### src/rtl/tfg_pkg.sv
// Package: shared constants and encodings for the timer frame access gate.
// Assumes at most eight frames; bit positions here are visible to software.
package tfg_pkg;

    localparam int MAX_FRAMES  = 8;
    localparam int FRAME_IDX_W = $clog2(MAX_FRAMES);
    localparam int ACR_W       = 6;
    localparam int UEN_W       = 10;
    localparam int CTL_W       = 32;
    localparam int ID_NIB_W    = 4;

    localparam logic [UEN_W-1:0] UEN_MASK  = 10'h303;
    localparam logic [UEN_W-1:0] UEN_RESET = 10'h303;

    // Access-control field bit positions
    localparam int ACB_PCOUNT = 0;
    localparam int ACB_VCOUNT = 1;
    localparam int ACB_FREQ   = 2;
    localparam int ACB_VOFF   = 3;
    localparam int ACB_VTMR   = 4;
    localparam int ACB_PTMR   = 5;

    // Unprivileged-view enable bit positions
    localparam int UEB_PCOUNT = 0;
    localparam int UEB_VCOUNT = 1;
    localparam int UEB_VTMR   = 8;
    localparam int UEB_PTMR   = 9;

    typedef enum logic [2:0] {
        CLS_PCOUNT  = 3'd0,
        CLS_VCOUNT  = 3'd1,
        CLS_FREQ    = 3'd2,
        CLS_VOFFSET = 3'd3,
        CLS_PTIMER  = 3'd4,
        CLS_VTIMER  = 3'd5,
        CLS_UEN     = 3'd6,
        CLS_NONE    = 3'd7
    } reg_cls_e;

    typedef enum logic [1:0] {
        CSEL_ACR   = 2'd0,
        CSEL_NSEN  = 2'd1,
        CSEL_IDENT = 2'd2,
        CSEL_NONE  = 2'd3
    } ctl_sel_e;

endpackage

### src/rtl/tfg_cfg_store.sv
// Module: per-frame configuration storage (access-control fields,
// unprivileged-view enables, non-secure enable vector) with read muxes
// for the frame port and the control port. Assumes write strobes are
// already permission-qualified by the caller.
module tfg_cfg_store
    import tfg_pkg::*;
#(
    parameter int NUM_FRAMES = 6
) (
    input  logic                       clk,
    input  logic                       rst_n,
    input  logic                       acr_we,
    input  logic [FRAME_IDX_W-1:0]     acr_idx,
    input  logic [ACR_W-1:0]           acr_wdata,
    input  logic                       uen_we,
    input  logic [FRAME_IDX_W-1:0]     uen_idx,
    input  logic [UEN_W-1:0]           uen_wdata,
    input  logic                       ns_we,
    input  logic [NUM_FRAMES-1:0]      ns_wdata,
    input  logic [FRAME_IDX_W-1:0]     fr_idx,
    input  logic [FRAME_IDX_W-1:0]     ctl_idx,
    output logic [ACR_W-1:0]           fr_acr,
    output logic [UEN_W-1:0]           fr_uen,
    output logic                       fr_ns,
    output logic [ACR_W-1:0]           ctl_acr,
    output logic                       ctl_ns,
    output logic [NUM_FRAMES-1:0]      ns_all
);

    logic [NUM_FRAMES-1:0][ACR_W-1:0] acr_q;
    logic [NUM_FRAMES-1:0][UEN_W-1:0] uen_q;
    logic [NUM_FRAMES-1:0]            ns_q;

    genvar g;
    generate
        for (g = 0; g < NUM_FRAMES; g++) begin : g_frame
            // Holds one frame's access-control field
            always_ff @(posedge clk) begin
                if (!rst_n)
                    acr_q[g] <= '0;
                else if (acr_we && (int'(acr_idx) == g))
                    acr_q[g] <= acr_wdata;
            end

            // Holds one frame's unprivileged-view enables, masked bits only
            always_ff @(posedge clk) begin
                if (!rst_n)
                    uen_q[g] <= UEN_RESET;
                else if (uen_we && (int'(uen_idx) == g))
                    uen_q[g] <= uen_wdata & UEN_MASK;
            end

            AST_UEN_RESET_VAL: assert property (@(posedge clk) disable iff (!rst_n)
                $rose(rst_n) |-> (uen_q[g] == UEN_RESET));
        end
    endgenerate

    // Holds the non-secure enable vector
    always_ff @(posedge clk) begin
        if (!rst_n)
            ns_q <= '0;
        else if (ns_we)
            ns_q <= ns_wdata;
    end

    // Selects the addressed frame's fields for both ports, zero when absent
    always_comb begin
        fr_acr  = '0;
        fr_uen  = '0;
        fr_ns   = 1'b0;
        ctl_acr = '0;
        ctl_ns  = 1'b0;
        for (int i = 0; i < NUM_FRAMES; i++) begin
            if (int'(fr_idx) == i) begin
                fr_acr = acr_q[i];
                fr_uen = uen_q[i];
                fr_ns  = ns_q[i];
            end
            if (int'(ctl_idx) == i) begin
                ctl_acr = acr_q[i];
                ctl_ns  = ns_q[i];
            end
        end
    end

    assign ns_all = ns_q;

    AST_ACR_HOLD: assert property (@(posedge clk) disable iff (!rst_n)
        !acr_we |=> $stable(acr_q));

endmodule

### src/rtl/tfg_perm_decode.sv
// Module: combinational permission rule per register class. Combines the
// frame's access-control field with its unprivileged-view enables.
// Assumes frame presence and security have been checked elsewhere.
module tfg_perm_decode
    import tfg_pkg::*;
(
    input  logic [2:0]       cls,
    input  logic             unpriv,
    input  logic [ACR_W-1:0] acr,
    input  logic [UEN_W-1:0] uen,
    output logic             rd_ok,
    output logic             wr_ok,
    output logic             is_uen
);

    reg_cls_e cls_e;
    assign cls_e = reg_cls_e'(cls);

    // Evaluates the compound read/write rule of the addressed class
    always_comb begin
        rd_ok  = 1'b0;
        wr_ok  = 1'b0;
        is_uen = 1'b0;
        unique case (cls_e)
            CLS_PCOUNT:  rd_ok = acr[ACB_PCOUNT] && (!unpriv || uen[UEB_PCOUNT]);
            CLS_VCOUNT:  rd_ok = acr[ACB_VCOUNT] && (!unpriv || uen[UEB_VCOUNT]);
            CLS_FREQ:    rd_ok = acr[ACB_FREQ] &&
                                 (!unpriv || uen[UEB_PCOUNT] || uen[UEB_VCOUNT]);
            CLS_VOFFSET: rd_ok = acr[ACB_VOFF] && !unpriv;
            CLS_PTIMER: begin
                rd_ok = acr[ACB_PTMR] && (!unpriv || uen[UEB_PTMR]);
                wr_ok = rd_ok;
            end
            CLS_VTIMER: begin
                rd_ok = acr[ACB_VTMR] && (!unpriv || uen[UEB_VTMR]);
                wr_ok = rd_ok;
            end
            CLS_UEN: begin
                rd_ok  = !unpriv;
                wr_ok  = !unpriv;
                is_uen = 1'b1;
            end
            default: begin
                rd_ok = 1'b0;
                wr_ok = 1'b0;
            end
        endcase
    end

endmodule

### src/rtl/tfg_ident.sv
// Module: builds the identification word, one 4-bit field per frame slot.
// Assumes NUM_FRAMES <= MAX_FRAMES; absent slots read zero.
module tfg_ident
    import tfg_pkg::*;
#(
    parameter int                    NUM_FRAMES = 6,
    parameter logic [MAX_FRAMES-1:0] UVIEW_MASK = 8'h15
) (
    output logic [CTL_W-1:0] ident
);

    genvar g;
    generate
        for (g = 0; g < MAX_FRAMES; g++) begin : g_slot
            if (g < NUM_FRAMES) begin : g_present
                assign ident[g*ID_NIB_W +: ID_NIB_W] = {1'b0, UVIEW_MASK[g], 1'b0, 1'b1};
            end else begin : g_absent
                assign ident[g*ID_NIB_W +: ID_NIB_W] = '0;
            end
        end
    endgenerate

endmodule

### src/rtl/tfg_access_gate.sv
// Module: top of the timer frame access gate. Filters frame register
// accesses by class permission, unprivileged view and security state,
// and serves the control frame (access fields, non-secure enables, ident).
// Assumes one access per port per cycle; outputs are combinational.
module tfg_access_gate
    import tfg_pkg::*;
#(
    parameter int                    DATA_W       = 64,
    parameter int                    NUM_FRAMES   = 6,
    parameter logic [MAX_FRAMES-1:0] UVIEW_MASK   = 8'h15,
    parameter bit                    HAS_SECURITY = 1'b1
) (
    input  logic              clk,
    input  logic              rst_n,
    input  logic              fr_req,
    input  logic              fr_wr,
    input  logic [2:0]        fr_frame,
    input  logic [2:0]        fr_cls,
    input  logic              fr_unpriv,
    input  logic              fr_secure,
    input  logic [DATA_W-1:0] fr_wdata,
    input  logic [DATA_W-1:0] fr_core_rdata,
    output logic [DATA_W-1:0] fr_rdata,
    output logic              fr_core_we,
    input  logic              ctl_req,
    input  logic              ctl_wr,
    input  logic [1:0]        ctl_sel,
    input  logic [2:0]        ctl_frame,
    input  logic              ctl_secure,
    input  logic [31:0]       ctl_wdata,
    output logic [31:0]       ctl_rdata
);

    localparam logic [MAX_FRAMES-1:0] PRESENT = MAX_FRAMES'((1 << NUM_FRAMES) - 1);

    logic [ACR_W-1:0]      fr_acr, ctl_acr;
    logic [UEN_W-1:0]      fr_uen;
    logic                  fr_ns, ctl_ns;
    logic [NUM_FRAMES-1:0] ns_all;
    logic [CTL_W-1:0]      ident;
    logic                  rd_ok, wr_ok, is_uen;
    logic                  fr_gate, ctl_acr_ok, ctl_priv_sec;
    logic                  acr_we, uen_we, ns_we;
    ctl_sel_e              sel_e;

    assign sel_e = ctl_sel_e'(ctl_sel);

    tfg_cfg_store #(.NUM_FRAMES(NUM_FRAMES)) u_cfg (
        .clk      (clk),
        .rst_n    (rst_n),
        .acr_we   (acr_we),
        .acr_idx  (ctl_frame),
        .acr_wdata(ctl_wdata[ACR_W-1:0]),
        .uen_we   (uen_we),
        .uen_idx  (fr_frame),
        .uen_wdata(fr_wdata[UEN_W-1:0]),
        .ns_we    (ns_we),
        .ns_wdata (ctl_wdata[NUM_FRAMES-1:0]),
        .fr_idx   (fr_frame),
        .ctl_idx  (ctl_frame),
        .fr_acr   (fr_acr),
        .fr_uen   (fr_uen),
        .fr_ns    (fr_ns),
        .ctl_acr  (ctl_acr),
        .ctl_ns   (ctl_ns),
        .ns_all   (ns_all)
    );

    tfg_perm_decode u_dec (
        .cls   (fr_cls),
        .unpriv(fr_unpriv),
        .acr   (fr_acr),
        .uen   (fr_uen),
        .rd_ok (rd_ok),
        .wr_ok (wr_ok),
        .is_uen(is_uen)
    );

    tfg_ident #(.NUM_FRAMES(NUM_FRAMES), .UVIEW_MASK(UVIEW_MASK)) u_id (
        .ident(ident)
    );

    // Frame-level admission: presence, view availability, security
    always_comb begin
        fr_gate = fr_req && PRESENT[fr_frame] &&
                  (!fr_unpriv || UVIEW_MASK[fr_frame]) &&
                  (!HAS_SECURITY || fr_secure || fr_ns);
    end

    // Read data and write strobes toward the core and the enable store
    always_comb begin
        fr_rdata   = '0;
        if (fr_gate && rd_ok)
            fr_rdata = is_uen ? DATA_W'(fr_uen) : fr_core_rdata;
        fr_core_we = fr_gate && fr_wr && wr_ok && !is_uen;
        uen_we     = fr_gate && fr_wr && wr_ok && is_uen;
    end

    // Control-frame permission and write strobes
    always_comb begin
        ctl_priv_sec = !HAS_SECURITY || ctl_secure;
        ctl_acr_ok   = PRESENT[ctl_frame] && (ctl_priv_sec || ctl_ns);
        acr_we = ctl_req && ctl_wr && (sel_e == CSEL_ACR) && ctl_acr_ok;
        ns_we  = ctl_req && ctl_wr && (sel_e == CSEL_NSEN) && ctl_priv_sec;
    end

    // Control-frame read multiplexer, zero when refused or idle
    always_comb begin
        ctl_rdata = '0;
        if (ctl_req) begin
            unique case (sel_e)
                CSEL_ACR:   if (ctl_acr_ok)   ctl_rdata = CTL_W'(ctl_acr);
                CSEL_NSEN:  if (ctl_priv_sec) ctl_rdata = CTL_W'(ns_all);
                CSEL_IDENT: ctl_rdata = ident;
                default:    ctl_rdata = '0;
            endcase
        end
    end

    logic unused_ok;
    assign unused_ok = ^{fr_wdata, ctl_wdata};

    AST_RO_NO_WRITE: assert property (@(posedge clk) disable iff (!rst_n)
        fr_core_we |-> (fr_cls == CLS_PTIMER || fr_cls == CLS_VTIMER));

    AST_VOFF_UVIEW_ZERO: assert property (@(posedge clk) disable iff (!rst_n)
        (fr_req && fr_unpriv && fr_cls == CLS_VOFFSET) |-> (fr_rdata == '0));

    AST_NS_FRAME_BLOCK: assert property (@(posedge clk) disable iff (!rst_n)
        (HAS_SECURITY && fr_req && !fr_secure && !fr_ns) |->
            (fr_rdata == '0 && !fr_core_we));

    AST_NSEN_SECURE_ONLY: assert property (@(posedge clk) disable iff (!rst_n)
        (HAS_SECURITY && ctl_req && ctl_wr && !ctl_secure) |=> $stable(ns_all));

endmodule

### config.mk
export PLATFORM = sky130hd
export DESIGN_NAME = tfg_access_gate
export DESIGN_NICKNAME = d
export VERILOG_FILES = /design/src/rtl/tfg_pkg.sv /design/src/rtl/tfg_cfg_store.sv /design/src/rtl/tfg_perm_decode.sv /design/src/rtl/tfg_ident.sv /design/src/rtl/tfg_access_gate.sv
export SDC_FILE = /design/constraint.sdc
export NUM_CORES = 1
export LEC_CHECK = 0
export BUFFER_PORTS_ARGS = -buffer_cell sky130_fd_sc_hd__buf_2
export CORE_ASPECT_RATIO = 1.25
export CORE_MARGIN = 1
export CORE_UTILIZATION = 35
export CTS_BUF_LIST = sky130_fd_sc_hd__clkbuf_2 sky130_fd_sc_hd__clkbuf_4 sky130_fd_sc_hd__clkbuf_8
export CTS_CLUSTER_DIAMETER = 80
export DETAILED_ROUTE_END_ITERATION = 12
export GPL_TIMING_DRIVEN = 0
export PLACE_DENSITY = 0.78
export SYNTH_ARGS = -nofsm -noshare
export SYNTH_HDL_FRONTEND = slang
export SYNTH_HIERARCHICAL = 1
export SYNTH_SLANG_ARGS = --single-unit
### constraint.sdc
create_clock -name clk -period 3 [get_ports clk]
set_input_delay 0.45 -clock clk [delete_from_list [all_inputs] [get_ports clk]]
set_output_delay 0.45 -clock clk [all_outputs]
set_load 0.05 [all_outputs]
==> run metrics, run 1 <==
CTS clk-pin slew, worst paths=roughly 0.080 ns; Final Instance Area=around 7400 um^2; Max Cap Viol=0; Die Ht=~130 um; switching share of power=0.315; sequential power share=0.400; PortBufs=roughly 170; fraction of layout instances using a drive strength above 1=0.444; Antenna Nets Post-Route=0; die area=between 10,000 and 15,000 um^2; Die X=about 110 um; CTS sink cnt=66; hold-fix buffers at CTS=0; Hold Slack=0.394 ns; FILL cells=around 1,100; aggregate global-route resource usage=0.229; max-slew headroom at the worst pin=0.532; fin nets=961; count of flip-flops with a built-in enable after synthesis=0; vias in the first global route=4,633; largest net degree at the start of global routing=15; clock group share of total power=0.357; Max VDD drop=just over 200 uV; Finished Core Util=0.556; failing checks=setup timing; 1st-iter DRT viols=around 320; Pleak=approximately 3.4 nW; clk_lat worst skew=about 0.35 ns; cell count after synthesis=547; Synth Area per Inst=8.76 um^2; CP startpoint kind=input port; Slew Viols, Final=0; drt first pass iters=4; area occupied by multi-input gates=~3400 um^2; H-tree Lvls=3; CTS tree=done; I/O Pins=approximately 280; Critical Path RT=~2.6 ns; Placer Congestion=between 0.8 and 0.9; crit path DAT=approximately 2.9 ns; PwrDens=approximately 300 nW/um^2; period utilization=1.13; Netlist cell types=43; Seq cells post-synth=66; GRT overflow=0; CP dominant cell by count=buf_12; # DRC=0; Comb pwr share=0.243; CTS Buf Count=9; Pwr Total=approximately 2.2 mW; Hold WC Path Type=in2reg; Rows=47; total number of vias=roughly 4,900; worst setup margin=-0.391 ns; max frequency=approximately 290 MHz; initial antenna violation count=2; Tmin final=around 3.4 ns; Main synth FF type=dfxtp_1; reg-to-reg slack, setup=~0.03 ns; # setup viols final=79; placed cell areas=6240 um^2; Yosys Warn Count=6; Tightest Pin Transition=about 0.7 ns; initial core utilization=0.360; Clk Tree Root Cell=clkbuf_8; post-DP HPWL=between 10,000 and 15,000 um; Core Box Area=~13,000 um^2; drt wl/cell=between 15 and 20 um; CP cell instances=buf_12, buf_12, buf_8, mux2i_1, o21a_1, a221oi_2, inv_2, a211o_1, a21oi_2, a311o_1, and4b_2, buf_12, buf_6, and2_4, buf_8; synthesized cell area=between 4000 and 5000 um^2; Slowest-stage cell, CP=a211o_1; Sw Pwr=around 0.7 mW; slowest cell delay on critical path=between 0.3 and 0.4 ns; status=complete, but fails checks; unrepaired setup endpoints after global routing=true; Worst Setup Path Type=in2out; first-pass GRT wire length=24,700 um; Routed Wire Length=17,200 um; Setup crit end kind=output port; Critical Path Fanout Max=7; clock tree buffer depth=2; routed vias/inst=between 5 and 6; Pint=1.51 mW; Fin. Hold Viols=0; fraction of registers with async set/reset=0; Sequential Area=1320 um^2; skew final=0.0105 ns; register area share after synthesis=0.276; area delta synth->final=54.2%
==> cell families (layout without fill, tap and decap cells) <==
kind of cell,after synthesis,in the layout,share of synthesized area
AND/OR/NAND/NOR,208,208,0.255
flip-flops,66,66,0.276
buffers and inverters,84,288,0.109
multiplexers,118,118,0.249
other,3,39,0.00235
AO/OA/AOI/OAI,68,68,0.108
==> repair_timing <==
action,in CTS,in global routing
gates resized for setup,193,27
setup endpoints to repair,70,119
gates cloned,2,3
pin swaps,7,6
setup buffers,10,5
==> stage by stage <==
stage	TNS [ns]	std cells	worst slack [ns]
after global placement	-48.90	922	-0.674
after CTS	-17.54	949	-0.354
after floorplan	-0.324	582	-0.00649
after detailed placement	-51.97	922	-0.689
after global routing	-30.00	958	-0.466
final	-22.82	958	-0.391
==> layout make-up <==
type                            instances  share of cell area
Antenna cell                            1            0.000339
Buffer                                 80              0.0783
Clock buffer                            9              0.0168
Clock inverter                          7              0.0113
Inverter                                3             0.00152
Multi-Input combinational cell        432               0.459
Sequential cell                        66               0.179
Tap cell                              171              0.0290
Timing Repair Buffer                  189               0.225
==> power groups by stage <==
stage                     registers, mW  clock network, mW  logic (mW)
after detailed placement          0.900                  0       0.454
final                             0.879              0.787       0.535
after global routing              0.880              0.846       0.562
after global placement            0.900                  0       0.451
after floorplan                   0.899                  0       0.305
after CTS                         0.879              0.798       0.502
==> path summary, 6_finish.rpt <==
| check | startpoint | end | cells after the start |
|---|---|---|---|
| hold reg to reg | u_cfg/uen_q[21] | u_cfg/uen_q[21] | 2 |
| setup reg to reg | u_cfg/ns_all[4] | u_cfg/uen_q[8] | 9 |
| hold / removal | fr_wdata[1] | u_cfg/uen_q[21] | 3 |
| setup / recovery | fr_frame[0] | fr_rdata[21] | 15 |
==> metal layers <==
metal	vias up	global-route usage	wire, um
met2	217	0.447	9540
met5	-	0	0
met3	38	0.0384	1090
met1	2291	0.223	5940
met4	0	0.123	602
li1	2333	-	-
==> critical path: cells and delay by family <==
kind | cells | cell delay, ns
muxes | 1 | 0.11
AOI/OAI and AO/OA | 5 | 1.06
and+or+nand+nor | 2 | 0.46
buffers and inverters | 7 | 0.85
==> sequential cells by signal, indices dropped and copies added (netlist names) <==
register / cells
u_cfg/uen_q: 24
u_cfg/ns_all: 6
u_cfg/acr_q: 36
==> cells in the final DEF, fill, tap and decap left out, drive strengths merged, types with 2 or more instances in the layout <==
cell type / instances
nand2b: 3
o22ai: 6
and3: 26
inv: 7
nand4b: 4
buf: 244
nand2: 42
and4: 2
and4b: 3
a21boi: 2
nand3: 14
o21ai: 13
a32oi: 6
nor3b: 3
a221oi: 16
nor4b: 2
conb: 38
dfxtp: 66
nor2: 15
nor2b: 32
clkbuf: 34
o21a: 16
a211o: 2
nor4bb: 5
and2: 54
mux2i: 116
==> synth_stat cells, drive strengths merged (2+ instances only) <==
cell type / instances / area [um^2]
and2: 54 / 338
a32oi: 6 / 52.6
a221oi: 16 / 140
dfxtp: 66 / 1320
and4: 2 / 17.5
and3: 26 / 163
conb: 3 / 11.3
o21ai: 13 / 65.1
nand2: 42 / 158
and4b: 3 / 30.0
o21a: 16 / 120
inv: 3 / 11.3
nor4bb: 5 / 50.1
nor2b: 32 / 200
nand2b: 3 / 18.8
o22ai: 6 / 37.5
nor2: 15 / 56.3
a211o: 2 / 17.5
a21boi: 2 / 15.0
nand3: 14 / 70.1
buf: 56 / 415
mux2i: 116 / 1160
clkbuf: 25 / 93.8
nor4b: 2 / 38.8
nor3b: 3 / 22.5
nand4b: 4 / 35.0
No activity file was read; power rests on OpenSTA's default activity.
==> inputs of run 2 (changes only) <==
--- a/config.mk
+++ b/config.mk
@@ -13,7 +13,7 @@
 export CTS_CLUSTER_DIAMETER = 80
 export DETAILED_ROUTE_END_ITERATION = 12
 export GPL_TIMING_DRIVEN = 0
-export PLACE_DENSITY = 0.78
+export PLACE_DENSITY = 0.75
 export SYNTH_ARGS = -nofsm -noshare
 export SYNTH_HDL_FRONTEND = slang
 export SYNTH_HIERARCHICAL = 1
==> constraint.sdc (replaced) <==
create_clock -name clk -period 4.03 [get_ports clk]
set_input_delay 0.6045 -clock clk [delete_from_list [all_inputs] [get_ports clk]]
set_output_delay 0.6045 -clock clk [all_outputs]
set_load 0.05 [all_outputs]
==> run 2 against run 1 <==
Effect of this change: the run now ends clean; first-iteration DRC count is 4.1% higher; combinational power is 38% lower; clock power is 32% lower; critical path depth is 1 lower; hold slack better by 0.083 ns; die area stayed put; global-route usage is 1.5 points lower; highest routed layer unchanged; design area is 14% lower; sequential power is 25% lower.
==> run metrics, run 2 (synthesis results as in run 1) <==
status=finished clean; Finished Core Util=0.476; crit path DAT=3.26 ns; Routed Wire Length=around 16,000 um; PwrDens=between 200 and 250 nW/um^2; Hold WC Path Type=reg2reg; Tightest Pin Transition=0.663 ns; I/O Pins=roughly 280; Top reg by flops=u_cfg/acr_q; grt peak-use layer=met2; hold path start=u_cfg/uen_q[28]; setup bufs post-CTS=0; 1st-iter DRT viols=328; Critical Path RT=between 3 and 4 ns; Tmin final=3.87 ns; CTS Buf Count=9; post-DP HPWL=around 12,000 um; commonest non-fill, non-tap cells in the layout=buf_2, mux2i_1, dfxtp_1, and2_1, buf_4; Core Box Area=around 13,000 um^2; CTS sink cnt=66; Worst Hold End=u_cfg/uen_q[28]; max FFs per register=36; clock tree buffer depth=2; Max VDD drop=between 100 and 150 uV; Die Ht=133 um; drt first pass iters=5; Clk Tree Root Cell=clkbuf_8; largest net degree at the start of global routing=15; Critical Path Fanout Max=10; GRT met3 Usage=0.0438; Max Cap Viol=0; fraction of layout instances using a drive strength above 1=0.341; # setup viols final=0; die area=between 10,000 and 15,000 um^2; period utilization=0.959; slowest cell delay on critical path=~0.36 ns; Inserted Diodes=0; CTS tree=done; Rows=47; area delta synth->final=32.1%; worst setup margin=0.164 ns; Worst Path Buf+Inv=5; Antenna Nets Post-Route=0; Slew Viols, Final=0; clk_lat worst skew=0.36 ns; CP cell instances=clkbuf_4, buf_8, mux2i_1, o21a_1, a221oi_4, nand2b_1, a2111oi_2, a41o_2, a311o_1, and4b_1, buf_4, buf_6, and2_1, buf_2; commonest non-fill, non-tap cell in the layout=buf_2; met1 GRT Util=0.239; GRT met2 Usage=0.384; Die X=107 um; GRT overflow=0; Final Instance Area=6330 um^2; Setup crit end kind=output port; placed cell areas=5980 um^2; critical path's top delay family=compound AO/OA/AOI/OAI gates; CP startpoint kind=input port; aggregate global-route resource usage=0.214; Slowest-stage cell, CP=a2111oi_2; reg-to-reg slack, setup=around 1.2 ns; H-tree Lvls=3; Worst Reg-to-Reg Cells=9; # DRC=0; FF-to-FF End=u_cfg/uen_q[1]; fin nets=941; initial core utilization=0.360; DP Worst Slack=-0.277 ns; Pleak=just over 3 nW; PortBufs=roughly 170; initial antenna violation count=0; CTS clk-pin slew, worst paths=roughly 0.080 ns; first-pass GRT wire length=23,200 um; R2R Path Start=u_cfg/ns_all[5]; worst hold stages=2; max frequency=between 200 and 300 MHz; Worst Setup Path Type=in2out; max-slew headroom at the worst pin=0.556; total number of vias=about 4,700; Fin. Hold Viols=0; skew final=around 0.009 ns; Placer Congestion=0.913; vias in the first global route=between 4,000 and 5,000; drt wl/cell=approximately 17 um; routed vias/inst=5.05
==> run 2: cell types whose count changed in the layout (fill, tap and decap cells not counted), moves of 11 or more <==
cell	change
buf_8	-52
and2_4	-50
and2_1	+47
buf_2	+40
clkbuf_4	+16
buf_4	-15
nor2_1	+11
==> run 2: per-stage QoR <==
step	TNS (ns)	instances	hold WS [ns]	total power [mW]
after global placement	-8.75	922	0.454	0.985
final	0	937	0.477	1.52
after detailed placement	-8.61	922	0.459	0.987
after CTS	0	938	0.483	1.52
after floorplan	0	582	0.441	0.879
after global routing	-0.441	937	0.503	1.58
==> run 2: final cells by class <==
cell class	instances	area (um^2)
Buffer	80	533
Clock buffer	9	124
Clock inverter	7	60.1
Fill cell	1308	6960
Inverter	3	11.3
Multi-Input combinational cell	432	3120
Sequential cell	66	1320
Tap cell	171	214
Timing Repair Buffer	169	943
==> run 2: worst max path at each step <==
stage                            from            to  slack [ns]  depth (start not counted)
after floorplan           fr_frame[0]   fr_rdata[0]        0.31                         11
after global placement    fr_frame[0]  fr_rdata[58]       -0.29                         14
after detailed placement  fr_frame[0]  fr_rdata[52]       -0.28                         14
after CTS                 fr_frame[0]  fr_rdata[54]       0.002                         15
after global routing      fr_frame[0]  fr_rdata[31]       -0.04                         14
final                     fr_frame[0]  fr_rdata[31]        0.16                         14
==> run 2: per-layer routing <==
metal,share of wire,wire length [um],vias to the layer above
li1,-,-,2294
met1,0.38,5920,2167
met2,0.51,7950,225
met3,0.069,1080,45
met4,0.037,569,0
met5,0,0,-
==> run 2: worst reg2reg max path: cells and delay by family, from the launching register on <==
| family | cells | cell delay, ns |
|---|---|---|
| and+or+nand+nor | 4 | 1.09 |
| AOI/OAI and AO/OA | 3 | 0.81 |
| DFF | 1 | 0.40 |
| muxes | 2 | 0.40 |
==> run 2: where the power goes <==
| part | total (mW) | internal [mW] | switching [mW] |
|---|---|---|---|
| logic | 0.332 | 0.131 | 0.200 |
| registers | 0.655 | 0.653 | 0.00158 |
| clock network | 0.532 | 0.235 | 0.297 |
==> run 2: timing repair <==
| action | in CTS | in global routing |
|---|---|---|
| hold buffers | 0 | 0 |
| resized for setup | 24 | 39 |
| gates cloned | 0 | 0 |
| endpoints found under the setup margin | 55 | 58 |
